===== config.mk =====
export PLATFORM = sky130hd
export DESIGN_NAME = echo_peak_capture
export DESIGN_NICKNAME = d
export VERILOG_FILES = /design/src/rtl/ecap_pkg.sv /design/src/rtl/ecap_ctrl.sv /design/src/rtl/ecap_peak.sv /design/src/rtl/ecap_store.sv /design/src/rtl/echo_peak_capture.sv
export SDC_FILE = /design/constraint.sdc
export NUM_CORES = 1
export LEC_CHECK = 0
export BUFFER_PORTS_ARGS = -buffer_cell sky130_fd_sc_hd__buf_4
export CORE_MARGIN = 2
export CORE_UTILIZATION = 55
export DETAILED_ROUTE_END_ITERATION = 12
export HOLD_SLACK_MARGIN = 0.1
export PLACE_DENSITY = 0.73
export SLEW_MARGIN = 10
export SYNTH_ARGS = -nofsm -noshare
export SYNTH_HDL_FRONTEND = slang
export SYNTH_HIERARCHICAL = 1
export SYNTH_SLANG_ARGS = --single-unit

===== constraint.sdc =====
create_clock -name clk -period 11.8 [get_ports clk]
set_input_delay 2.36 -clock clk [delete_from_list [all_inputs] [get_ports clk]]
set_output_delay 2.36 -clock clk [all_outputs]
set_load 0.01 [all_outputs]

===== src/rtl/ecap_pkg.sv =====
// Package: shared types for the echo capture buffer.
// Assumes: only a two-state capture control is needed.
package ecap_pkg;
    typedef enum logic {
        CAP_IDLE = 1'b0,
        CAP_REC  = 1'b1
    } cap_state_t;
endpackage


===== src/rtl/ecap_ctrl.sv =====
// Module: ecap_ctrl
// Runs the capture sequence: latches the bin length at start, counts
// accepted samples within a bin and bins within the window, and issues
// one memory write at the last sample of every bin.
// Assumes: cap_start is a single-cycle pulse; len_code is stable on it.
module ecap_ctrl
    import ecap_pkg::*;
#(
    parameter int DEPTH    = 128,
    parameter int CODE_W   = 2,
    parameter int BASE_BIN = 32,
    parameter int ADDR_W   = $clog2(DEPTH),
    parameter int BINC_W   = $clog2(BASE_BIN << CODE_W) + 1
) (
    input  logic              clk,
    input  logic              rst_n,
    input  logic              cap_en,
    input  logic              cap_start,
    input  logic [CODE_W-1:0] len_code,
    input  logic              smp_valid,
    output logic              rec,
    output logic              accept,
    output logic              bin_first,
    output logic              wr_en,
    output logic [ADDR_W-1:0] wr_addr
);
    cap_state_t        state_q;
    logic [BINC_W-1:0] bin_len_q;
    logic [BINC_W-1:0] bin_cnt_q;
    logic [ADDR_W-1:0] entry_q;
    logic [BINC_W-1:0] next_len;
    logic              bin_last;
    logic              win_done;

    // Bin length implied by the requested record-length code.
    always_comb begin
        next_len = BINC_W'((int'(len_code) + 1) * BASE_BIN);
    end

    // Sample and write qualifiers for the current cycle.
    always_comb begin
        rec       = (state_q == CAP_REC);
        accept    = rec && smp_valid;
        bin_last  = (bin_cnt_q == bin_len_q - BINC_W'(1));
        bin_first = (bin_cnt_q == '0);
        wr_en     = accept && bin_last;
        wr_addr   = entry_q;
        win_done  = wr_en && (entry_q == ADDR_W'(DEPTH - 1));
    end

    // Capture state, latched bin length, and sample/bin counters.
    always_ff @(posedge clk) begin
        if (!rst_n) begin
            state_q   <= CAP_IDLE;
            bin_len_q <= BINC_W'(BASE_BIN);
            bin_cnt_q <= '0;
            entry_q   <= '0;
        end else if (state_q == CAP_IDLE) begin
            if (cap_en && cap_start) begin
                state_q   <= CAP_REC;
                bin_len_q <= next_len;
                bin_cnt_q <= '0;
                entry_q   <= '0;
            end
        end else if (accept) begin
            if (bin_last) begin
                bin_cnt_q <= '0;
                entry_q   <= entry_q + ADDR_W'(1);
                if (win_done) begin
                    state_q <= CAP_IDLE;
                end
            end else begin
                bin_cnt_q <= bin_cnt_q + BINC_W'(1);
            end
        end
    end

    AST_IDLE_WHEN_DISABLED: assert property (@(posedge clk) disable iff (!rst_n)
        (!rec && !cap_en) |=> !rec);
    AST_NO_RESTART: assert property (@(posedge clk) disable iff (!rst_n)
        (rec && !win_done) |=> (rec && $stable(bin_len_q) && (bin_cnt_q != '0 || entry_q != '0 || !$past(accept) || $past(bin_last))));
    AST_WINDOW_END: assert property (@(posedge clk) disable iff (!rst_n)
        win_done |=> !rec);
    AST_BIN_LEN_RANGE: assert property (@(posedge clk) disable iff (!rst_n)
        rec |-> (bin_len_q >= BINC_W'(BASE_BIN) && bin_cnt_q < bin_len_q));
endmodule


===== src/rtl/ecap_peak.sv =====
// Module: ecap_peak
// Keeps the running maximum of the current bin and presents the bin
// maximum that includes the present sample, for writing on the last sample.
// Assumes: bin_first marks the first accepted sample of each bin.
module ecap_peak #(
    parameter int SAMPLE_W = 8
) (
    input  logic                clk,
    input  logic                rst_n,
    input  logic                accept,
    input  logic                bin_first,
    input  logic [SAMPLE_W-1:0] sample,
    output logic [SAMPLE_W-1:0] bin_max
);
    logic [SAMPLE_W-1:0] peak_q;

    // Maximum so far including this sample; restarts at a bin's first sample.
    always_comb begin
        bin_max = (bin_first || sample > peak_q) ? sample : peak_q;
    end

    // Running peak register, updated on accepted samples only.
    always_ff @(posedge clk) begin
        if (!rst_n) begin
            peak_q <= '0;
        end else if (accept) begin
            peak_q <= bin_max;
        end
    end

    AST_PEAK_COVERS_SAMPLE: assert property (@(posedge clk) disable iff (!rst_n)
        accept |=> peak_q >= $past(sample));
    AST_PEAK_RESTART: assert property (@(posedge clk) disable iff (!rst_n)
        (accept && bin_first) |=> peak_q == $past(sample));
endmodule


===== src/rtl/ecap_store.sv =====
// Module: ecap_store
// Byte array for the bin maxima with one write port and a registered read
// port that only updates while reads are allowed.
// Assumes: reads of never-written entries are not relied upon.
module ecap_store #(
    parameter int DEPTH    = 128,
    parameter int SAMPLE_W = 8,
    parameter int ADDR_W   = $clog2(DEPTH)
) (
    input  logic                clk,
    input  logic                rst_n,
    input  logic                wr_en,
    input  logic [ADDR_W-1:0]   wr_addr,
    input  logic [SAMPLE_W-1:0] wr_data,
    input  logic                rd_allow,
    input  logic [ADDR_W-1:0]   rd_addr,
    output logic [SAMPLE_W-1:0] rd_data
);
    logic [SAMPLE_W-1:0] mem_q [DEPTH];

    // Write one bin maximum.
    always_ff @(posedge clk) begin
        if (wr_en) begin
            mem_q[wr_addr] <= wr_data;
        end
    end

    // Registered read, frozen while a capture is running.
    always_ff @(posedge clk) begin
        if (!rst_n) begin
            rd_data <= '0;
        end else if (rd_allow) begin
            rd_data <= mem_q[rd_addr];
        end
    end

    AST_WRITE_ONLY_RECORDING: assert property (@(posedge clk) disable iff (!rst_n)
        wr_en |-> !rd_allow);
    AST_READ_FROZEN: assert property (@(posedge clk) disable iff (!rst_n)
        !rd_allow |=> $stable(rd_data));
endmodule


===== src/rtl/echo_peak_capture.sv =====
// Module: echo_peak_capture
// Top level: captures one listen window as per-bin peak bytes, drives the
// active-low busy line and the detection inhibit, and exposes a read port.
// Assumes: one sample per valid strobe; start pulses last one cycle.
module echo_peak_capture #(
    parameter int SAMPLE_W = 8,
    parameter int DEPTH    = 128,
    parameter int CODE_W   = 2,
    parameter int BASE_BIN = 32,
    localparam int ADDR_W  = $clog2(DEPTH),
    localparam int BINC_W  = $clog2(BASE_BIN << CODE_W) + 1
) (
    input  logic                clk,
    input  logic                rst_n,
    input  logic                cap_en,
    input  logic                cap_start,
    input  logic [CODE_W-1:0]   len_code,
    input  logic                smp_valid,
    input  logic [SAMPLE_W-1:0] smp_data,
    input  logic [ADDR_W-1:0]   rd_addr,
    output logic [SAMPLE_W-1:0] rd_data,
    output logic                busy_n,
    output logic                detect_inhibit
);
    logic                rec;
    logic                accept;
    logic                bin_first;
    logic                wr_en;
    logic [ADDR_W-1:0]   wr_addr;
    logic [SAMPLE_W-1:0] bin_max;

    ecap_ctrl #(
        .DEPTH    (DEPTH),
        .CODE_W   (CODE_W),
        .BASE_BIN (BASE_BIN),
        .ADDR_W   (ADDR_W),
        .BINC_W   (BINC_W)
    ) u_ctrl (
        .clk       (clk),
        .rst_n     (rst_n),
        .cap_en    (cap_en),
        .cap_start (cap_start),
        .len_code  (len_code),
        .smp_valid (smp_valid),
        .rec       (rec),
        .accept    (accept),
        .bin_first (bin_first),
        .wr_en     (wr_en),
        .wr_addr   (wr_addr)
    );

    ecap_peak #(
        .SAMPLE_W (SAMPLE_W)
    ) u_peak (
        .clk       (clk),
        .rst_n     (rst_n),
        .accept    (accept),
        .bin_first (bin_first),
        .sample    (smp_data),
        .bin_max   (bin_max)
    );

    ecap_store #(
        .DEPTH    (DEPTH),
        .SAMPLE_W (SAMPLE_W),
        .ADDR_W   (ADDR_W)
    ) u_store (
        .clk      (clk),
        .rst_n    (rst_n),
        .wr_en    (wr_en),
        .wr_addr  (wr_addr),
        .wr_data  (bin_max),
        .rd_allow (!rec),
        .rd_addr  (rd_addr),
        .rd_data  (rd_data)
    );

    // Busy line is the inverted capture-state flop.
    always_comb begin
        busy_n = !rec;
    end

    // Detection inhibit follows the enable with one register stage.
    always_ff @(posedge clk) begin
        if (!rst_n) begin
            detect_inhibit <= 1'b0;
        end else begin
            detect_inhibit <= cap_en;
        end
    end

    AST_BUSY_NEEDS_START: assert property (@(posedge clk) disable iff (!rst_n)
        (busy_n && !(cap_start && cap_en)) |=> busy_n);
    AST_BUSY_ON_START: assert property (@(posedge clk) disable iff (!rst_n)
        (busy_n && cap_start && cap_en) |=> !busy_n);
endmodule


==> Word level (Yosys, flattened, before mapping) <==
Memory sizes are Yosys's and may differ from the RTL's. A register that Yosys moved wholly into a read port is not among the register bits.
Index checks and enable logic that the tools add are counted.
{ "totals": {"regBits": 28, "ram_bits": 1024, "output_inout_bits": 10, "mem_count": 1} }
{ "memory_table": {"columns": ["name", "depth", "width", "rd", "rd_clocked_by_memory_dff", "wr", "line", "rtl"], "rows": [
  ["u_store.mem_q", 128, 8, 1, 1, 1, "ecap_store.sv:19", "logic [SAMPLE_W-1:0] mem_q [DEPTH];"]
]} }
{ "classes": {"addsub": 4, "n_lt_le_gt_ge": 1, "n_eq_ne": 4, "muxes": 16, "bitwise_logic": 1, "n_reduce_logical": 13} }
{ "op_table": {"columns": ["cell", "n"], "rows": [
  ["8-bit 2-to-1 mux", 5],
  ["7-bit 2-to-1 mux", 4],
  ["8-bit by 1-bit adder with 8-bit output, second input constant", 1],
  ["8-bit == test", 1],
  ["8-bit > comparator", 1],
  ["8-bit zero test", 1],
  ["8-bit by 1-bit subtractor with 8-bit output, second input constant", 1],
  ["7-bit by 1-bit adder with 7-bit output, second input constant", 1],
  ["7-bit == test, second input constant", 1],
  ["1-bit 2-to-1 mux", 7],
  ["1-bit logical AND", 4],
  ["2-bit inequality test, second input constant", 2],
  ["2-bit AND reduction", 2],
  ["2-bit by 1-bit adder with 3-bit output, second input constant", 1],
  ["1-bit zero test", 3],
  ["3-bit AND reduction", 1],
  ["2-bit nonzero test", 1],
  ["1-bit logical OR", 1],
  ["1-bit NOT", 1]
]} }

==> Depth between registers and ports, before layout <==
{ "depth": {"word_depth": 8, "depth_mapped": 12} }

==> Hierarchy <==
Netlist, hierarchy kept.
{ "by_module_without_submodules": {"columns": ["mod", "n_inst", "cells_per_inst", "area_each_um2", "seq_area_each_um2"], "rows": [
  ["ecap_store", 1, 2036, 40513.9, 30909.6],
  ["ecap_ctrl", 1, 125, 1031.0, 380.4],
  ["ecap_peak", 1, 102, 799.5, 160.2],
  ["echo_peak_capture", 1, 3, 30.0, 20.0]
]} }

==> Worst setup path before layout <==
Ideal clock, no wire load.
{ "synth_path": {"kind": "input-to-reg", "start": "in smp_data[1]", "end": "mem u_store.mem_q[0][0] (data pin)", "arrival_ps": 6614, "required_time_ps": 10929, "path_slack_ps": 4315, "path_stages": 6, "path_buffers": 0, "cell_sequence": "ha_1 nor2b_1 o211ai_2 a21o_2 a21oi_2 o211ai_1"} }
{ "synth_between": {"elab_chain_cells": 3} }
{ "synth_lines": {"columns": ["element", "line", "rtl"], "rows": [
  ["start, declared", "echo_peak_capture.sv:19", "input logic [SAMPLE_W-1:0] smp_data,"],
  ["8-bit > comparator", "ecap_peak.sv:19", "bin_max = (bin_first || sample > peak_q) ? sample : peak_q;"],
  ["1-bit logical OR", "ecap_peak.sv:19", null],
  ["8-bit 2-to-1 mux", "ecap_peak.sv:19", null],
  ["named net bin_max[0]", "echo_peak_capture.sv:30", "logic [SAMPLE_W-1:0] bin_max;"],
  ["end, declared", "ecap_store.sv:19", null]
]} }
The timed path passes the listed nets, and every way through them passes these cells.

==> Worst setup path after layout <==
{ "layout_path": {"start": "in smp_valid", "end": "mem u_store.mem_q[94][4] (enable)"} }
{ "layout_between": {"elab_chain_cells": 4} }
{ "layout_lines": {"columns": ["element", "line", "rtl"], "rows": [
  ["start, declared", "echo_peak_capture.sv:18", "input logic smp_valid,"],
  ["1-bit logical AND", "ecap_ctrl.sv:43", "accept = rec && smp_valid;"],
  ["1-bit logical AND", "ecap_ctrl.sv:46", "wr_en = accept && bin_last;"],
  ["named net wr_en", "echo_peak_capture.sv:28", "logic wr_en;"],
  ["1-bit 2-to-1 mux", "ecap_store.sv:23", "if (wr_en) begin"],
  ["1-bit 2-to-1 mux (not written as such)", "ecap_store.sv:24", "mem_q[wr_addr] <= wr_data;"]
]} }
The timed path passes the listed nets, and every way through them passes these cells.

==> metrics <==
clock power share=42.3%; Tmin final=5.61 ns; Detail Route Antenna Nets=0; Min-Delay Path Depth=2; Synthesized Nets=2301; Crit Path Category=input port to register; Pint=6350 uW; RSZ-0062 raised after global routing=no; distinct cell type count after synthesis=71; DR vias/cell=6.54; startpoint types=input port; Net Sw Frac=20.8%; Setup-failing EPs final=0; io pins=32; Clock Tree Root=clkbuf_16; hold_ws=0.474 ns; Crit. End Element=register; Synth Register Bits=1060; fillers=5262; Placement Setup Slack=5.67 ns; core area=76100 um^2; clock sink count=1060; CTS Buf Count=104; Worst Hold Path EP=u_peak/peak_q[5]$_SDFFE_PN0P_; First DRT Iteration DRCs=3149; Final Slew Violations=0; Die Wd=282 um; max frequency=178 MHz; final setup margin=6.19 ns; worst slew margin relative to its limit=11.7%; clk buf depth=3; Worst Path Required=12.07 ns; cell count after synthesis=2266; total gr overflow=0; Total Routing Usage GR=26.1%; routed via count=22470; worst slew pin tran=1.32 ns; hold buffers post-CTS=0; Final Hold Fails=0; Async SR Flop Fraction=0%; r2r setup slk=7.12 ns; Die H=282 um; Min-Delay Path Class=register to register; Sequential Power Share=52.3%; synth warn=6; worst reg2reg startpoint=u_ctrl/bin_cnt_q[0]$_SDFFE_PN0P_; CTS tree=done; post_cts resized=0; area of the die=79300 um^2; Detailed Route WL=102000 um; final setup TNS=0 ns; P_leak=0.0150 uW; CP Data Arrival Time=5.88 ns; path depth of the worst reg2reg path=6; Syn-to-layout area delta=10.8%; Clock Latency Late Sink=0.66 ns; number of global-route vias before repair=22170; Critical R2R Capture=u_store/mem_q[94][4]$_DFFE_PP_; IO Port Bufs=31; WL per Instance=29.6 um; pin count of the biggest net entering global routing=121; initial antenna violation count=3; Hold Startpoint=u_peak/peak_q[5]$_SDFFE_PN0P_; Synth Cell Area=42400 um^2; fin crit share=47.5%; CTS clk-pin slew, worst paths=0.06 ns; Comb power frac=5.4%; peak supply drop=0.120 mV; Max Clock Skew=0.0253 ns; DRT Pass-1 Iters=8; layout net count=2356; first-pass GRT wire length=150000 um; gpl congestion=0.881; Site Rows=101; PD cells=171 nW/um^2; status=finished, final reports clean; post-placement cell area=43400 um^2; Starting Density=55.7%; DRC=0; Max-Cap Viols=0; post-route insts no fill=3435; htree depth=3; peak fanout along the critical path=19; postcts setup bufs=0; sequential area share after synthesis=74.3%; Sw Pwr=1670 uW; DP Cell Count=3245; hpwl dp=62700 um; number of synthesized flops with an enable pin=1024; final instance area=47000 um^2; layout cells sized above 1=17.4%; average size of a mapped cell=18.7 um^2; prevailing post-synth register cell=edfxtp_1
-- layout by cell type (no fill, tap or decap), types with 17 or more instances in the layout --
cell / instances
o21ai_0: 24
a221oi_1: 17
nand3_1: 35
mux2i_1: 209
edfxtp_1: 1024
nor2_1: 140
clkbuf_1: 20
buf_4: 69
nand2_1: 89
dfxtp_1: 36
a21oi_1: 61
nor3_1: 31
mux4_1: 20
mux2_2: 22
mux4_2: 146
clkbuf_16: 108
clkinv_1: 19
a22oi_1: 90
inv_1: 19
clkinv_2: 19
-- sequential cells by signal, indices dropped and copies added (netlist names) --
signal,count
detect_inhibit,1
u_ctrl/bin_cnt_q,8
u_ctrl/bin_len_q,3
u_ctrl/rec,1
u_ctrl/wr_addr,7
u_peak/peak_q,8
u_store/mem_q,1024
u_store/rd_data,8
-- how the worst max path moves through the flow --
stage	startpoint	end	slack, ns	cells after the start
3_5_place_dp	rd_addr[0]	u_store/rd_data[4]$_SDFFE_PN0P_	5.67	8
6_report	smp_valid	u_store/mem_q[94][4]$_DFFE_PP_	6.19	5
4_1_cts	rd_addr[0]	u_store/rd_data[4]$_SDFFE_PN0P_	6.34	8
2_1_floorplan	smp_data[1]	u_store/mem_q[0][0]$_DFFE_PP_	4.31	6
5_1_grt	rd_addr[0]	u_store/rd_data[3]$_SDFFE_PN0P_	6.17	8
3_3_place_gp	rd_addr[0]	u_store/rd_data[3]$_SDFFE_PN0P_	5.69	8
-- power groups by stage --
stage	combinational, uW	clock (uW)	sequential [uW]
after global routing	456	3580	4190
after floorplan	268	0	4290
final	432	3390	4190
after CTS	430	3430	4190
after detailed placement	429	0	4270
after global placement	418	0	4270
-- metrics by stage --
step / util [%] / total power [uW]
6_report: 61.7 / 8020
5_1_grt: 61.7 / 8220
4_1_cts: 61.7 / 8050
3_5_place_dp: 57.1 / 4700
3_3_place_gp: 57.1 / 4690
2_1_floorplan: - / 4560
-- cells in the mapped netlist, drive strengths merged (2+ instances only) --
library cell  count  area (um^2)
edfxtp         1024        30700
mux2i           209         2090
mux4            166         3810
nor2            141          529
a22oi            90          676
nand2            89          334
buf              71          632
a21oi            63          323
clkbuf           51          191
nor3             39          215
dfxtp            36          721
nand3            36          180
o21ai            25          129
mux2             22          248
inv              20         75.1
a221oi           17          149
nand4            16          113
nand2b           14         87.6
ha               13          163
nor2b            13         81.3
o211ai           13          103
o22ai            11         75.1
or3              11         68.8
and2              8         50.1
a22o              7         61.3
o221ai            7         61.3
a211oi            5         42.5
or4               5         41.3
o2111ai           4         35.0
a21o              3         23.8
and3              3         18.8
nand3b            3         22.5
nor4              3         18.8
o31ai             3         22.5
a311oi            2         17.5
a31oi             2         12.5
o311ai            2         17.5
xnor2             2         17.5
-- per-layer routing --
metal | global-route usage (%) | vias to the layer above | wire length [um]
li1 | - | 9342 | -
met1 | 36.8 | 11439 | 38800
met2 | 41.0 | 1478 | 47900
met3 | 6.05 | 209 | 11900
met4 | 8.10 | 2 | 3240
met5 | 0 | - | 13
-- cells by family after synthesis --
kind of cell	after synthesis	synth area share (%)
XOR/XNOR	4	0.118
AO/OA/AOI/OAI	263	4.33
adder cells (fa/ha/maj)	13	0.384
buffers and inverters	143	2.13
flip-flops	1060	74.3
AND/OR/NAND/NOR	386	4.25
multiplexers	397	14.5
-- critical path, cell delays in order --
cell     delay (ns)
buf_4          0.09
nand2_1        0.36
nor3_1         0.93
nand3_1        1.14
nor2_1         0.99
-- area by class of cell --
cell class                 count  area [um^2]  share of cell area, %
clock inverter                58          693                   1.48
sequential                  1060        31500                   67.0
timing repair buffer          71          553                   1.18
antenna                        1         2.50                0.00533
tap                         1030         1290                   2.74
multi-input combinational   1063        10100                   21.4
inverter                      21         78.8                  0.168
clock buffer                 131         2820                   6.00
Power figures use the tool's default switching activity.
